--- src/rtl/cmt_pkg.sv ---
package cmt_pkg;

   // Control byte layout, MSB first
   typedef struct packed {
      logic       run;
      logic [2:0] csel;
      logic [1:0] opmode;
      logic       idle_lvl;
      logic       wave_en;
   } ctrl_t;

   localparam int unsigned CTRL_W  = $bits(ctrl_t);
   localparam int unsigned NUM_SEL = 8;
   localparam int unsigned SEL_W   = $clog2(NUM_SEL);

   localparam logic [1:0] OPM_INTERVAL = 2'b00;

   localparam logic [1:0] ADR_CTRL = 2'd0;
   localparam logic [1:0] ADR_CMP0 = 2'd1;
   localparam logic [1:0] ADR_CMP1 = 2'd2;

   // Tick divisor exponent for select code k: 0,1,2,4,6,8,10,12
   function automatic int unsigned sel_shift(input int unsigned k);
      return (k < 3) ? k : (2 * k - 2);
   endfunction

endpackage

--- src/rtl/cmt_prescaler.sv ---
module cmt_prescaler
   import cmt_pkg::*;
#(
   parameter int unsigned NSEL = NUM_SEL
) (
   input  logic                    clk,
   input  logic                    rst_n,
   input  logic                    en_i,
   input  logic [$clog2(NSEL)-1:0] sel_i,
   output logic                    tick_o
);
   localparam int unsigned PW = sel_shift(NSEL - 1);

   generate
      if (NSEL < 2) begin : g_bad_nsel
         $error("cmt_prescaler: NSEL must be at least 2");
      end
   endgenerate

   logic [PW-1:0]   pcnt;
   logic [NSEL-1:0] tap;

   always_ff @(posedge clk or negedge rst_n) begin
      if (!rst_n)     pcnt <= '0;
      else if (!en_i) pcnt <= '0;
      else            pcnt <= pcnt + 1'b1;
   end

   generate
      for (genvar k = 0; k < NSEL; k++) begin : g_tap
         localparam int unsigned SH = sel_shift(k);
         if (SH == 0) begin : g_full
            assign tap[k] = 1'b1;
         end else begin : g_div
            assign tap[k] = &pcnt[SH-1:0];
         end
      end
   endgenerate

   assign tick_o = en_i & tap[sel_i];

   // any divided tap never fires two cycles running
   p_tick_spacing_r3: assert property (@(posedge clk) disable iff (!rst_n)
      (tick_o && sel_i != '0 && $stable(sel_i) && $past(en_i)) |-> !$past(tick_o));

   // stopped prescaler restarts from zero
   p_pre_clear_r7: assert property (@(posedge clk) disable iff (!rst_n)
      !en_i |=> pcnt == '0);

endmodule

--- src/rtl/cmt_counter.sv ---
module cmt_counter #(
   parameter int unsigned CNT_W = 8
) (
   input  logic             clk,
   input  logic             rst_n,
   input  logic             en_i,
   input  logic             tick_i,
   input  logic [CNT_W-1:0] cmp_i,
   output logic             hit_o
);
   logic [CNT_W-1:0] cnt;
   logic             match;

   assign match = (cnt == cmp_i);
   assign hit_o = en_i & tick_i & match;

   always_ff @(posedge clk or negedge rst_n) begin
      if (!rst_n)      cnt <= '0;
      else if (!en_i)  cnt <= '0;
      else if (tick_i) cnt <= match ? '0 : cnt + 1'b1;
   end

   // non-matching tick advances by one
   p_step_r2: assert property (@(posedge clk) disable iff (!rst_n)
      (en_i && tick_i && cnt != cmp_i) |=> cnt == CNT_W'($past(cnt) + 1'b1));

   // match wraps to zero
   p_wrap_r2: assert property (@(posedge clk) disable iff (!rst_n)
      hit_o |=> cnt == '0);

   // no tick, no change
   p_hold_r2: assert property (@(posedge clk) disable iff (!rst_n)
      (en_i && !tick_i) |=> $stable(cnt));

   // disabled counter sits at zero
   p_idle_zero_r7: assert property (@(posedge clk) disable iff (!rst_n)
      !en_i |=> cnt == '0);

endmodule

--- src/rtl/cmt_wave.sv ---
module cmt_wave (
   input  logic clk,
   input  logic rst_n,
   input  logic run_i,
   input  logic wave_en_i,
   input  logic idle_lvl_i,
   input  logic hit_i,
   output logic wave_o
);
   logic tog;
   logic active;

   assign active = run_i & wave_en_i;

   always_ff @(posedge clk or negedge rst_n) begin
      if (!rst_n)       tog <= 1'b0;
      else if (!active) tog <= 1'b0;
      else if (hit_i)   tog <= ~tog;
   end

   assign wave_o = idle_lvl_i ^ (tog & active);

   // a match inverts the phase
   p_toggle_r5: assert property (@(posedge clk) disable iff (!rst_n)
      (active && hit_i) |=> tog != $past(tog));

   // no match, phase kept
   p_keep_r5: assert property (@(posedge clk) disable iff (!rst_n)
      (active && !hit_i) |=> $stable(tog));

   // inactive output shows the idle level
   p_idle_level_r6: assert property (@(posedge clk) disable iff (!rst_n)
      !active |=> tog == 1'b0);

endmodule

--- src/rtl/cm_interval_timer.sv ---
module cm_interval_timer
   import cmt_pkg::*;
#(
   parameter int unsigned CNT_W = 8
) (
   input  logic       clk,
   input  logic       rst_n,
   input  logic       reg_we,
   input  logic [1:0] reg_addr,
   input  logic [7:0] reg_wdata,
   output logic       tick_irq,
   output logic       wave_out
);
   generate
      if (CNT_W < 2 || CNT_W > CTRL_W) begin : g_bad_width
         $error("cm_interval_timer: CNT_W must be 2..8");
      end
   endgenerate

   ctrl_t            ctrl_q;
   logic [CNT_W-1:0] cmp0_q;
   logic             cnt_en;
   logic             tick;
   logic             hit;

   always_ff @(posedge clk or negedge rst_n) begin
      if (!rst_n) begin
         ctrl_q <= '0;
         cmp0_q <= '1;
      end else if (reg_we) begin
         case (reg_addr)
            ADR_CTRL: ctrl_q <= ctrl_t'(reg_wdata);
            ADR_CMP0: cmp0_q <= reg_wdata[CNT_W-1:0];
            default:  ;  // spare compare slot and address 3 ignored
         endcase
      end
   end

   assign cnt_en = ctrl_q.run && (ctrl_q.opmode == OPM_INTERVAL);

   cmt_prescaler #(.NSEL(NUM_SEL)) u_pre (
      .clk    (clk),
      .rst_n  (rst_n),
      .en_i   (cnt_en),
      .sel_i  (ctrl_q.csel),
      .tick_o (tick)
   );

   cmt_counter #(.CNT_W(CNT_W)) u_cnt (
      .clk    (clk),
      .rst_n  (rst_n),
      .en_i   (cnt_en),
      .tick_i (tick),
      .cmp_i  (cmp0_q),
      .hit_o  (hit)
   );

   cmt_wave u_wave (
      .clk        (clk),
      .rst_n      (rst_n),
      .run_i      (ctrl_q.run),
      .wave_en_i  (ctrl_q.wave_en),
      .idle_lvl_i (ctrl_q.idle_lvl),
      .hit_i      (hit),
      .wave_o     (wave_out)
   );

   assign tick_irq = hit;

   // single-cycle pulse unless every tick matches
   p_pulse_width_r4: assert property (@(posedge clk) disable iff (!rst_n)
      tick_irq |=> (!tick_irq || (ctrl_q.csel == '0 && cmp0_q == '0)));

   // spare addresses leave all state untouched
   p_spare_ignored_r9: assert property (@(posedge clk) disable iff (!rst_n)
      (reg_we && reg_addr[1]) |=> ($stable(ctrl_q) && $stable(cmp0_q)));

   // control byte bit 7 lands in the run bit
   p_ctrl_layout_r10: assert property (@(posedge clk) disable iff (!rst_n)
      (reg_we && reg_addr == ADR_CTRL) |=> ctrl_q.run == $past(reg_wdata[7]));

   // non-interval mode never interrupts
   p_mode_gate_r8: assert property (@(posedge clk) disable iff (!rst_n)
      (ctrl_q.opmode != OPM_INTERVAL) |-> !tick_irq);

endmodule

--- config.mk ---
export PLATFORM = sky130hd
export DESIGN_NAME = cm_interval_timer
export DESIGN_NICKNAME = d
export VERILOG_FILES = /design/src/rtl/cmt_pkg.sv /design/src/rtl/cmt_prescaler.sv /design/src/rtl/cmt_counter.sv /design/src/rtl/cmt_wave.sv /design/src/rtl/cm_interval_timer.sv
export SDC_FILE = /design/constraint.sdc
export NUM_CORES = 1
export LEC_CHECK = 0
export BUFFER_PORTS_ARGS = -buffer_cell sky130_fd_sc_hd__clkbuf_2
export CAP_MARGIN = 20
export CORE_MARGIN = 2
export CORE_UTILIZATION = 50
export CTS_CLUSTER_DIAMETER = 80
export DETAILED_ROUTE_END_ITERATION = 12
export GPL_ROUTABILITY_DRIVEN = 0
export HOLD_SLACK_MARGIN = 0.06
export PLACE_DENSITY_LB_ADDON = 0.15
export SLEW_MARGIN = 10
export SYNTH_ARGS = -nofsm -noshare
export SYNTH_HDL_FRONTEND = slang
export SYNTH_SLANG_ARGS = --single-unit
--- constraint.sdc ---
create_clock -name clk -period 2.4 [get_ports clk]
set_clock_uncertainty 0.05 [all_clocks]
set_input_delay 0.24 -clock clk [delete_from_list [all_inputs] [get_ports clk]]
set_output_delay 0.24 -clock clk [all_outputs]
set_load 0.05 [all_outputs]
; ---- Word-level counts from Yosys, hierarchy flattened
; Index checks and enable logic that the tools add are counted.
[word_totals]
wordCells = 42
regBits = 37
out_inout_bits = 2
input_bits = 13
[classes]
add_sub_neg = 2
eq_ne = 4
reduce_logical = 11
bitwise = 7
order_cmp = 1
n_mux = 8
[ops]
columns = cell, count
row1 = $mux W8, 3
row2 = $add A12 B1 Y12 const B, 1
row3 = $mux W12, 1
row4 = $reduce_and A12 Y1, 1
row5 = $reduce_and A10 Y1, 1
row6 = $add A8 B1 Y8 const B, 1
row7 = $eq A8 B8 Y1, 1
row8 = $reduce_and A8 Y1, 1
row9 = $reduce_and A2 Y1, 3
row10 = $reduce_and A6 Y1, 1
row11 = $and A1 B1 Y1, 5
row12 = $logic_not A2 Y1, 2
row13 = $lt A3 B4 Y1 const B, 1
row14 = $ne A2 B2 Y1 const B, 2
row15 = $reduce_and A4 Y1, 1
row16 = $bmux W1 S3, 1
row17 = $mux W1, 3
row18 = $eq A2 B1 Y1 const B, 1
row19 = $logic_and A1 B1 Y1, 1
row20 = $not A1 Y1, 1
row21 = $xor A1 B1 Y1, 1

; ---- Logic depth before layout (Yosys ltp)
; Gate-level depths: netlist of the first run.
[depth]
ltp_word = 8
depth_mapped = 6
mapped_depth_nobuf = 6

; ---- Modules after synthesis
; A second synthesis of the first run with hierarchy kept.
[unflattened]
hier_cells = 164
area_unflattened_um2 = 1856.8
[by_module_without_submodules]
columns = mod, cells_each, seq_area_each_um2, instances, area_per_inst_um2
row1 = cm_interval_timer, 35, 410.4, 1, 628.1
row2 = cmt_prescaler, 61, 300.3, 1, 620.6
row3 = cmt_counter, 63, 200.2, 1, 554.3
row4 = cmt_wave, 5, 25.0, 1, 53.8

; ---- Worst setup path before layout of the first run
; OpenSTA, ideal clock, no wires.
[synth_timing]
path_type = reg2reg
startpoint = register u_pre.pcnt[0]
endpoint = register u_wave.tog
setup_ns = 0.081
path_stages_with_launch = 7
required_ns = 2.269
slack_ns = -0.131
period_less_slack_ns = 2.531
path_buffers = 0
t_arrival_ns = 2.400
path_cell_list = dfrtp_1 -> ha_1 -> nand3_4 -> nor4_4 -> nand3_4 -> a211oi_2 -> mux2i_1
[synth_via]
elab_chain_cells = 7
elab_cells_between_ends = 12
classes_between = eq/ne (1) / mux (2) / bitwise (3) / reduce/logical (6)
[synth_lines]
columns = item, line_no
row1 = from (decl), cmt_prescaler.sv:20  ; logic [PW-1:0] pcnt;
row2 = from (signal assigned), cmt_prescaler.sv:26  ; else pcnt <= pcnt + 1'b1;
row3 = "$reduce_and A12 Y1, or another cell as far along", cmt_prescaler.sv:35  ; assign tap[k] = &pcnt[SH-1:0];
row4 = $bmux W1 S3 (*), cmt_prescaler.sv:40  ; assign tick_o = en_i & tap[sel_i];
row5 = $mux W1 (implied by the code) (*), cmt_prescaler.sv:40
row6 = $and A1 B1 Y1 (*), cmt_prescaler.sv:40
row7 = $and A1 B1 Y1 (*) (2 in series), cmt_counter.sv:15  ; assign hit_o = en_i & tick_i & match;
row8 = named net tick_irq, cm_interval_timer.sv:11  ; output logic tick_irq,
row9 = $ne A2 B2 Y1 (no source line) (*), n/a
row10 = to (signal assigned), cmt_wave.sv:18  ; else if (hit_i) tog <= ~tog;
row11 = to (decl), cmt_wave.sv:10  ; logic tog;
; The timed path passes the listed nets; every way through them passes the cells marked *. The select of a mux whose other input is x is not followed.
; A chain may end at the register's enable or synchronous reset.

; ---- Worst setup path in the final report of the first run
[layout_timing]
startpoint = register u_pre.pcnt[0]
endpoint = output port tick_irq
[layout_via]
elab_chain_cells = 6
elab_cells_between_ends = 11
classes_between = mux (2) / bitwise (3) / reduce/logical (6)
[layout_lines]
columns = item, line_no
row1 = "$reduce_and A12 Y1, or another cell as far along", cmt_prescaler.sv:35
row2 = $bmux W1 S3 (*), cmt_prescaler.sv:40
row3 = $mux W1 (implied by the code) (*), cmt_prescaler.sv:40
row4 = $and A1 B1 Y1 (*), cmt_prescaler.sv:40
row5 = $and A1 B1 Y1 (*) (2 in series), cmt_counter.sv:15
row6 = to (decl), cm_interval_timer.sv:11
; Every way passes the cells marked *; elsewhere a longest branch is shown, timed or not. The select of a mux whose other input is x is not followed.

==> key figures, run 1 <==
Status
  – Status: completed

Drt
  – DRT iter0 DRCs: 160
  – Vias per Instance: 5.795
  – 1st-pass router iterations: 4
  – ANT nets after route: 0
  – Remaining DRCs: 0
  – Vias: 1414
  – WL/cell: 15.76 um
  – WL final: 3846 um

Synthesis
  – Syn Area/Cell: 11.26 um2
  – Adder-cell share of the synthesized area: 0.01323
  – Distinct cells, synth: 40
  – Commonest cells post-synth: dfrtp_1, mux2_2, nand2_1
  – Area share of xor/xnor cells in the synthesized design: 0.07870
  – Mux cell area share after synthesis: 0.09458
  – Synth top area share: 0.3836
  – Seq/Total Area, Yosys: 0.4947
  – Largest family of logic cells by synthesized area: simple AND/OR/NAND/NOR gates
  – Top FF cell, synth: dfrtp_1
  – Ys Warns: 0
  – Simple-gate share of the synthesized area: 0.1872
  – Ys async rst share: 1.000
  – Mapped Nets: 183
  – Most common cell in the netlist: dfrtp_1
  – EDFF count, synth: 0
  – Post-synth top area cell: dfrtp_1
  – Synth Area in Compound Gates: 0.1237
  – Mapped Area: 1892 um2
  – Synthesized instance count: 168
  – Synth area leaders: dfrtp_1, dfstp_2, mux2_2, xor2_1, nand2_1
  – Synthesized flop and latch total: 37

Placed design
  – Cells after DPL: 234
  – DP HPWL: 2851 um
  – Buffers on Ports: 14
  – Worst slack at placement: 0.07822 ns

Pwr
  – Leak: 0.8972 nW
  – Final total power: 0.001537 W
  – Max VDD drop: 0.4270 mV
  – Cell Pwr Density: 682.0 nW/um2

Global routing
  – GRT busiest layer: met2
  – Met3 Use GR: 0.04110
  – Grt ovf: 0
  – GR Util met1: 0.2624
  – GRT Total Usage: 0.2112
  – Grt met2 use: 0.3469
  – Pin count of the biggest net entering global routing: 38
  – Vias in the first global route: 1488
  – Initial antenna violation count: 0
  – First-pass GRT wire length: 6706 um

Job
  – Max cap viols: 0

Timing
  – TNS Setup: 0 ns
  – Worst setup margin: 0.1140 ns
  – Fin crit period: 2.286 ns
  – Max Slew Vio Count: 0
  – Period utilisation layout: 0.9525
  – Worst Tran Pin Value: 0.8741 ns
  – Hold Violations, Final: 0
  – RSZ-0062 raised after global routing: no
  – Headroom to the max-slew limit: 0.4173
  – Fmax achieved: 437.4 MHz
  – Final setup fails: 0

Worst setup path
  – Crit path launch: u_pre.pcnt[0]
  – Flop-to-flop setup slack: 0.36 ns
  – Worst Setup EP: tick_irq
  – Crit. End Element: output port
  – Worst R2R Start: u_pre.pcnt[0]
  – Worst r2r dst: u_cnt.cnt[2]
  – Worst R2R Path Depth: 7
  – Critical Path RT: 2.11 ns
  – Setup Crit Path Kind: flip-flop to output port
  – Worst EP arrival: 2.00 ns
  – Worst Path Max Fanout: 6
  – Nature of the critical path startpoint: flip-flop

Clock tree
  – Reg clk slew, reported paths: 0.07 ns
  – Num CTS Buffers: 5
  – Clock Tree Root: clkbuf_8
  – Worst skew pair latency: 0.28 ns
  – CTS max path bufs: 2
  – # H-tree levels: 2
  – CTS tree: yes
  – # clock sinks: 37

Worst hold path
  – Hold crit path type: input port to flip-flop
  – Hold path startpoint: reg_wdata[6]

Floorplanning
  – Die height: 65.51 um
  – Starting Density: 0.5167
  – Core area: 3661 um2
  – Die ar.: 4292 um2
  – IO Count: 15
  – Std cell rows: 22
  – Die X: 65.51 um

Final layout
  – Cell Count, Final, Fillers Out: 244
  – Diodes inserted: 0
  – Share of layout cells above drive strength 1: 0.3265
  – P&R area growth vs syn: 19.11%
  – Final net count: 210
routing by layer:
layer | vias up | wire length, um
met3 | 9 | 141
met4 | 0 | 98
met5 | - | 0
met2 | 41 | 1911
met1 | 699 | 1694
li1 | 665 | -
worst max-delay path, cell delays in order, from the launching register on:
cell and delay (ns):
dfrtp_2 0.42, ha_4 0.18, nand3_4 0.13, a2111oi_4 0.35, o21ai_2 0.13, a211oi_4 0.30
buf_8 0.19
state kept, by name, indices dropped and copies added, names as in the netlist:
register / flops
u_cnt.cnt: 8
u_wave.tog: 1
cmp0_q: 8
u_pre.pcnt: 12
ctrl_q: 8
cells by family (layout without fill, tap and decap cells):
kind of cell / count (synthesis) / in the layout
simple gates: 61 / 61
flops: 37 / 37
compound gates: 31 / 31
xor+xnor: 17 / 17
mux: 16 / 16
buf+inv: 4 / 32
fa+ha+maj: 2 / 2
final cells by class:
cell class,instances,area [um2]
clock buffer,6,82.58
sequential,37,937.1
multi-input combinational,127,985.9
timing repair buffer,22,142.6
tap,48,60.06
clock inverter,2,37.54
fill,298,1408
inverter,2,7.507
stage by stage:
step                hold slack (ns)  utilization  cell area [um2]
floorplan                   -0.1056            -             1899
finish                       0.1497       0.6155             2253
global placement             0.3431       0.5646             2067
CTS                          0.1431       0.6118             2240
global route                 0.1522       0.6155             2253
detailed placement           0.3597       0.5646             2067
power by group:
| part | switching (W) | total, W | internal, W |
|---|---|---|---|
| logic | 0.000133 | 0.000233 | 0.000101 |
| clock network | 0.000214 | 0.000552 | 0.000338 |
| registers | 0.0000534 | 0.000752 | 0.000699 |
cell usage in the layout (no fill, tap or decap), drive strengths merged, types with 2 or more instances in the layout:
master	n
nand2	15
a22oi	2
nor3	6
buf	8
nand3b	2
a32o	4
o22ai	2
inv	2
a21oi	5
nor4	4
a22o	4
mux2	15
nand2b	2
or3	2
nor2	10
ha	2
dfstp	8
nand3	9
dfrtp	29
xor2	11
clkbuf	19
a21boi	2
xnor2	6
and2	2
nand4	3
o21ai	7
nand4b	2
and3	3
worst min path at each step:
stage | to | slack, ns | depth (start not counted)
after CTS | cmp0_q[7] | 0.14 | 2
after global placement | u_cnt.cnt[6] | 0.34 | 1
after global routing | ctrl_q[5] | 0.15 | 2
final | ctrl_q[6] | 0.15 | 3
after detailed placement | u_cnt.cnt[3] | 0.36 | 1
after floorplan | ctrl_q[0] | -0.11 | 0
timing repair:
action,4_1_cts,5_1_grt
gates cloned,0,0
pin swaps,2,1
buffers inserted,1,0
endpoints found under the setup margin,1,1
hold buffers,1,0
endpoints found under the hold margin,29,0
resized for setup,6,3
No activity file was read; power rests on OpenSTA's default activity.
==> inputs of run 2 (changes only) <==
--- a/config.mk
+++ b/config.mk
@@ -14,6 +14,7 @@
 export GPL_ROUTABILITY_DRIVEN = 0
 export HOLD_SLACK_MARGIN = 0.06
 export PLACE_DENSITY_LB_ADDON = 0.15
+export RECOVER_POWER = 50
 export SLEW_MARGIN = 10
 export SYNTH_ARGS = -nofsm -noshare
 export SYNTH_HDL_FRONTEND = slang
==> run 2 against run 1 <==
Net effect:
- final cell count unchanged
- critical path depth unchanged
- sequential cell count unchanged
- largest cell class unchanged
- combinational power about the same
- sequential share of layout area increased by 0.19 points
- worst setup slack got worse by 0.0044 ns
- die area unchanged
- register-to-register slack about the same
- core utilization decreased by 0.27 points
- design area decreased by 0.44%
- largest power group unchanged
==> key figures, run 2 (synthesized netlist as in run 1, its figures left out) <==
Worst setup path
  – Flop-to-flop setup slack: 0.36 ns (about the same)
  – Nature of the critical path startpoint: flip-flop (unchanged)
  – Critical Path RT: 2.11 ns (about the same)
  – Worst EP arrival: 2.00 ns (about the same)
  – CP bufs+invs: 1 (unchanged)
  – CP peak stage delay: 0.42 ns (about the same)
  – CP max-delay cell: dfrtp_2 (unchanged)
  – Worst R2R Path Depth: 7 (unchanged)
  – Stages on the worst setup path: 6 (unchanged)
  – Worst Path Max Fanout: 6 (unchanged)
  – Crit path launch: u_pre.pcnt[0] (unchanged)
  – Crit. End Element: output port (unchanged)
  – Worst r2r dst: u_cnt.cnt[2] (unchanged)
  – Worst Setup EP: tick_irq (unchanged)
  – Crit-path cells: ha_4, nand3_4, a2111oi_4, o21ai_2, a211oi_4, buf_8 (unchanged)
  – CP delay by family, top: compound AO/OA/AOI/OAI gates (unchanged)
  – Worst R2R Start: u_pre.pcnt[0] (unchanged)
  – Setup Crit Path Kind: flip-flop to output port (unchanged)

Placed design
  – Cells after DPL: 234 (unchanged)
  – Worst slack at placement: 0.07822 ns (unchanged)
  – Buffers on Ports: 14 (unchanged)
  – DP HPWL: 2851 um (unchanged)

Clock tree
  – # H-tree levels: 2 (unchanged)
  – Worst skew pair latency: 0.28 ns (about the same)
  – CTS tree: yes (unchanged)
  – CTS max path bufs: 2 (unchanged)
  – Clock Tree Root: clkbuf_8 (unchanged)
  – # clock sinks: 37 (unchanged)
  – Num CTS Buffers: 5 (unchanged)
  – Reg clk slew, reported paths: 0.07 ns (about the same)

Final layout
  – Most frequent cells in the layout: dfrtp_1, nand2_1, mux2_2, clkbuf_2, xor2_1 (unchanged)
  – Footprint of the multi-input gates: 980.9 um2 (was 985.9 um2)
  – Max reg flops: 12 (unchanged)
  – Final net count: 210 (unchanged)
  – Reg with most FFs: u_pre.pcnt (unchanged)
  – Share of layout cells above drive strength 1: 0.3061 (was 0.3265)
  – Diodes inserted: 0 (unchanged)
  – Filler cells: 299 (was 298)
  – Seq. cell area: 937.1 um2 (unchanged)
  – P&R area growth vs syn: 18.58% (was 19.11%)
  – Cell Count, Final, Fillers Out: 244 (unchanged)
  – Leading cell type in the layout, fill and taps excluded: dfrtp_1 (unchanged)

Drt
  – WL final: 3865 um (was 3846 um)
  – 1st-pass router iterations: 4 (unchanged)
  – Remaining DRCs: 0 (unchanged)
  – ANT nets after route: 0 (unchanged)
  – Vias per Instance: 5.762 (was 5.795)
  – DRT iter0 DRCs: 174 (was 160)
  – Vias: 1406 (was 1414)
  – WL/cell: 15.84 um (was 15.76 um)

Timing
  – Hold Violations, Final: 0 (unchanged)
  – Worst setup margin: 0.1096 ns (was 0.1140 ns)
  – Final setup fails: 0 (unchanged)
  – Max Slew Vio Count: 0 (unchanged)
  – TNS Setup: 0 ns (unchanged)
  – Worst Tran Pin Value: 1.200 ns (was 0.8741 ns)
  – RSZ-0062 raised after global routing: no (unchanged)
  – Period utilisation layout: 0.9543 (was 0.9525)
  – Headroom to the max-slew limit: 0.1981 (was 0.4173)
  – Fmax achieved: 436.6 MHz (was 437.4 MHz)
  – Fin crit period: 2.290 ns (was 2.286 ns)

Floorplanning
  – IO Count: 15 (unchanged)
  – Std cell rows: 22 (unchanged)
  – Die X: 65.51 um (unchanged)
  – Starting Density: 0.5167 (unchanged)
  – Die height: 65.51 um (unchanged)
  – Die ar.: 4292 um2 (unchanged)
  – Core area: 3661 um2 (unchanged)

Status
  – Status: completed (unchanged)

Pwr
  – Cell Pwr Density: 683.6 nW/um2 (was 682.0 nW/um2)
  – Max VDD drop: 0.4256 mV (was 0.4270 mV)
  – Leak: 0.8896 nW (was 0.8972 nW)

Global routing
  – Grt ovf: 0 (unchanged)
  – GRT busiest layer: met2 (unchanged)
  – Initial antenna violation count: 0 (unchanged)
  – First-pass GRT wire length: 6706 um (unchanged)
  – Met3 Use GR: 0.04110 (unchanged)
  – Grt met2 use: 0.3469 (unchanged)
  – Vias in the first global route: 1488 (unchanged)
  – GR Util met1: 0.2624 (unchanged)
  – GRT Total Usage: 0.2112 (unchanged)
  – Pin count of the biggest net entering global routing: 38 (unchanged)

Job
  – Max cap viols: 0 (unchanged)

Worst hold path
  – Hold crit path type: input port to flip-flop (unchanged)
## run 2: cell types whose count changed in the layout (fill, tap and decap cells not counted)
| cell | before | now |
|---|---|---|
| clkbuf_2 | 13 | 12 |
| mux2_2 | 15 | 14 |
| nor3b_2 | 1 | 0 |
| clkbuf_1 | 0 | 2 |
| mux2_1 | 0 | 1 |
| nor3b_1 | 0 | 1 |
| buf_4 | 7 | 6 |
## run 2: final cells by class
| class | instances | area share |
|---|---|---|
| clock buffer | 6 | 0.03681 |
| timing repair buffer | 22 | 0.06135 |
| clock inverter | 2 | 0.01673 |
| inverter | 2 | 0.003346 |
| multi-input combinational | 127 | 0.4373 |
| tap | 48 | 0.02677 |
| sequential | 37 | 0.4177 |
## run 2: routing by layer
| metal | vias up | wire [um] |
|---|---|---|
| met3 | 9 | 146 |
| met5 | - | 0 |
| met1 | 694 | 1699 |
| met4 | 0 | 98 |
| met2 | 37 | 1920 |
| li1 | 666 | - |
## run 2: worst min-delay path, stage by stage
cell and delay [ns]:
clkbuf_2 0.11, nand2_1 0.04, o21ai_0 0.06
## run 2: how the worst min path moves through the flow
stage / startpoint / end / depth (start not counted)
after floorplan: rst_n / ctrl_q[0] / 0
after global placement: rst_n / u_cnt.cnt[6] / 1
after detailed placement: rst_n / u_cnt.cnt[3] / 1
after CTS: reg_wdata[7] / cmp0_q[7] / 2
after global routing: reg_wdata[7] / ctrl_q[7] / 2
final: reg_wdata[6] / ctrl_q[6] / 3
## run 2: per-stage QoR
step | util | total power [W] | area (um2) | hold WS [ns]
2_1_floorplan | - | 0.0008996 | 1899 | -0.1056
3_3_place_gp | 0.5646 | 0.0009700 | 2067 | 0.3431
3_5_place_dp | 0.5646 | 0.0009836 | 2067 | 0.3597
4_1_cts | 0.6118 | 0.001547 | 2240 | 0.1431
5_1_grt | 0.6128 | 0.001602 | 2243 | 0.1500
6_report | 0.6128 | 0.001534 | 2243 | 0.1525
## run 2: report_power, final
| group | leakage [nW] | switching [W] | internal [W] |
|---|---|---|---|
| sequential | 0.471 | 0.0000534 | 0.000699 |
| clock | 0.0574 | 0.000214 | 0.000338 |
| combinational | 0.362 | 0.000133 | 0.0000974 |
## run 2: repair_timing
action | in CTS | in global routing
buffers inserted | 1 | 0
resized for setup | 6 | 3
hold endpoints to repair | 29 | 0
endpoints found under the setup margin | 1 | 1
hold buffers | 1 | 0
pin swaps | 2 | 1
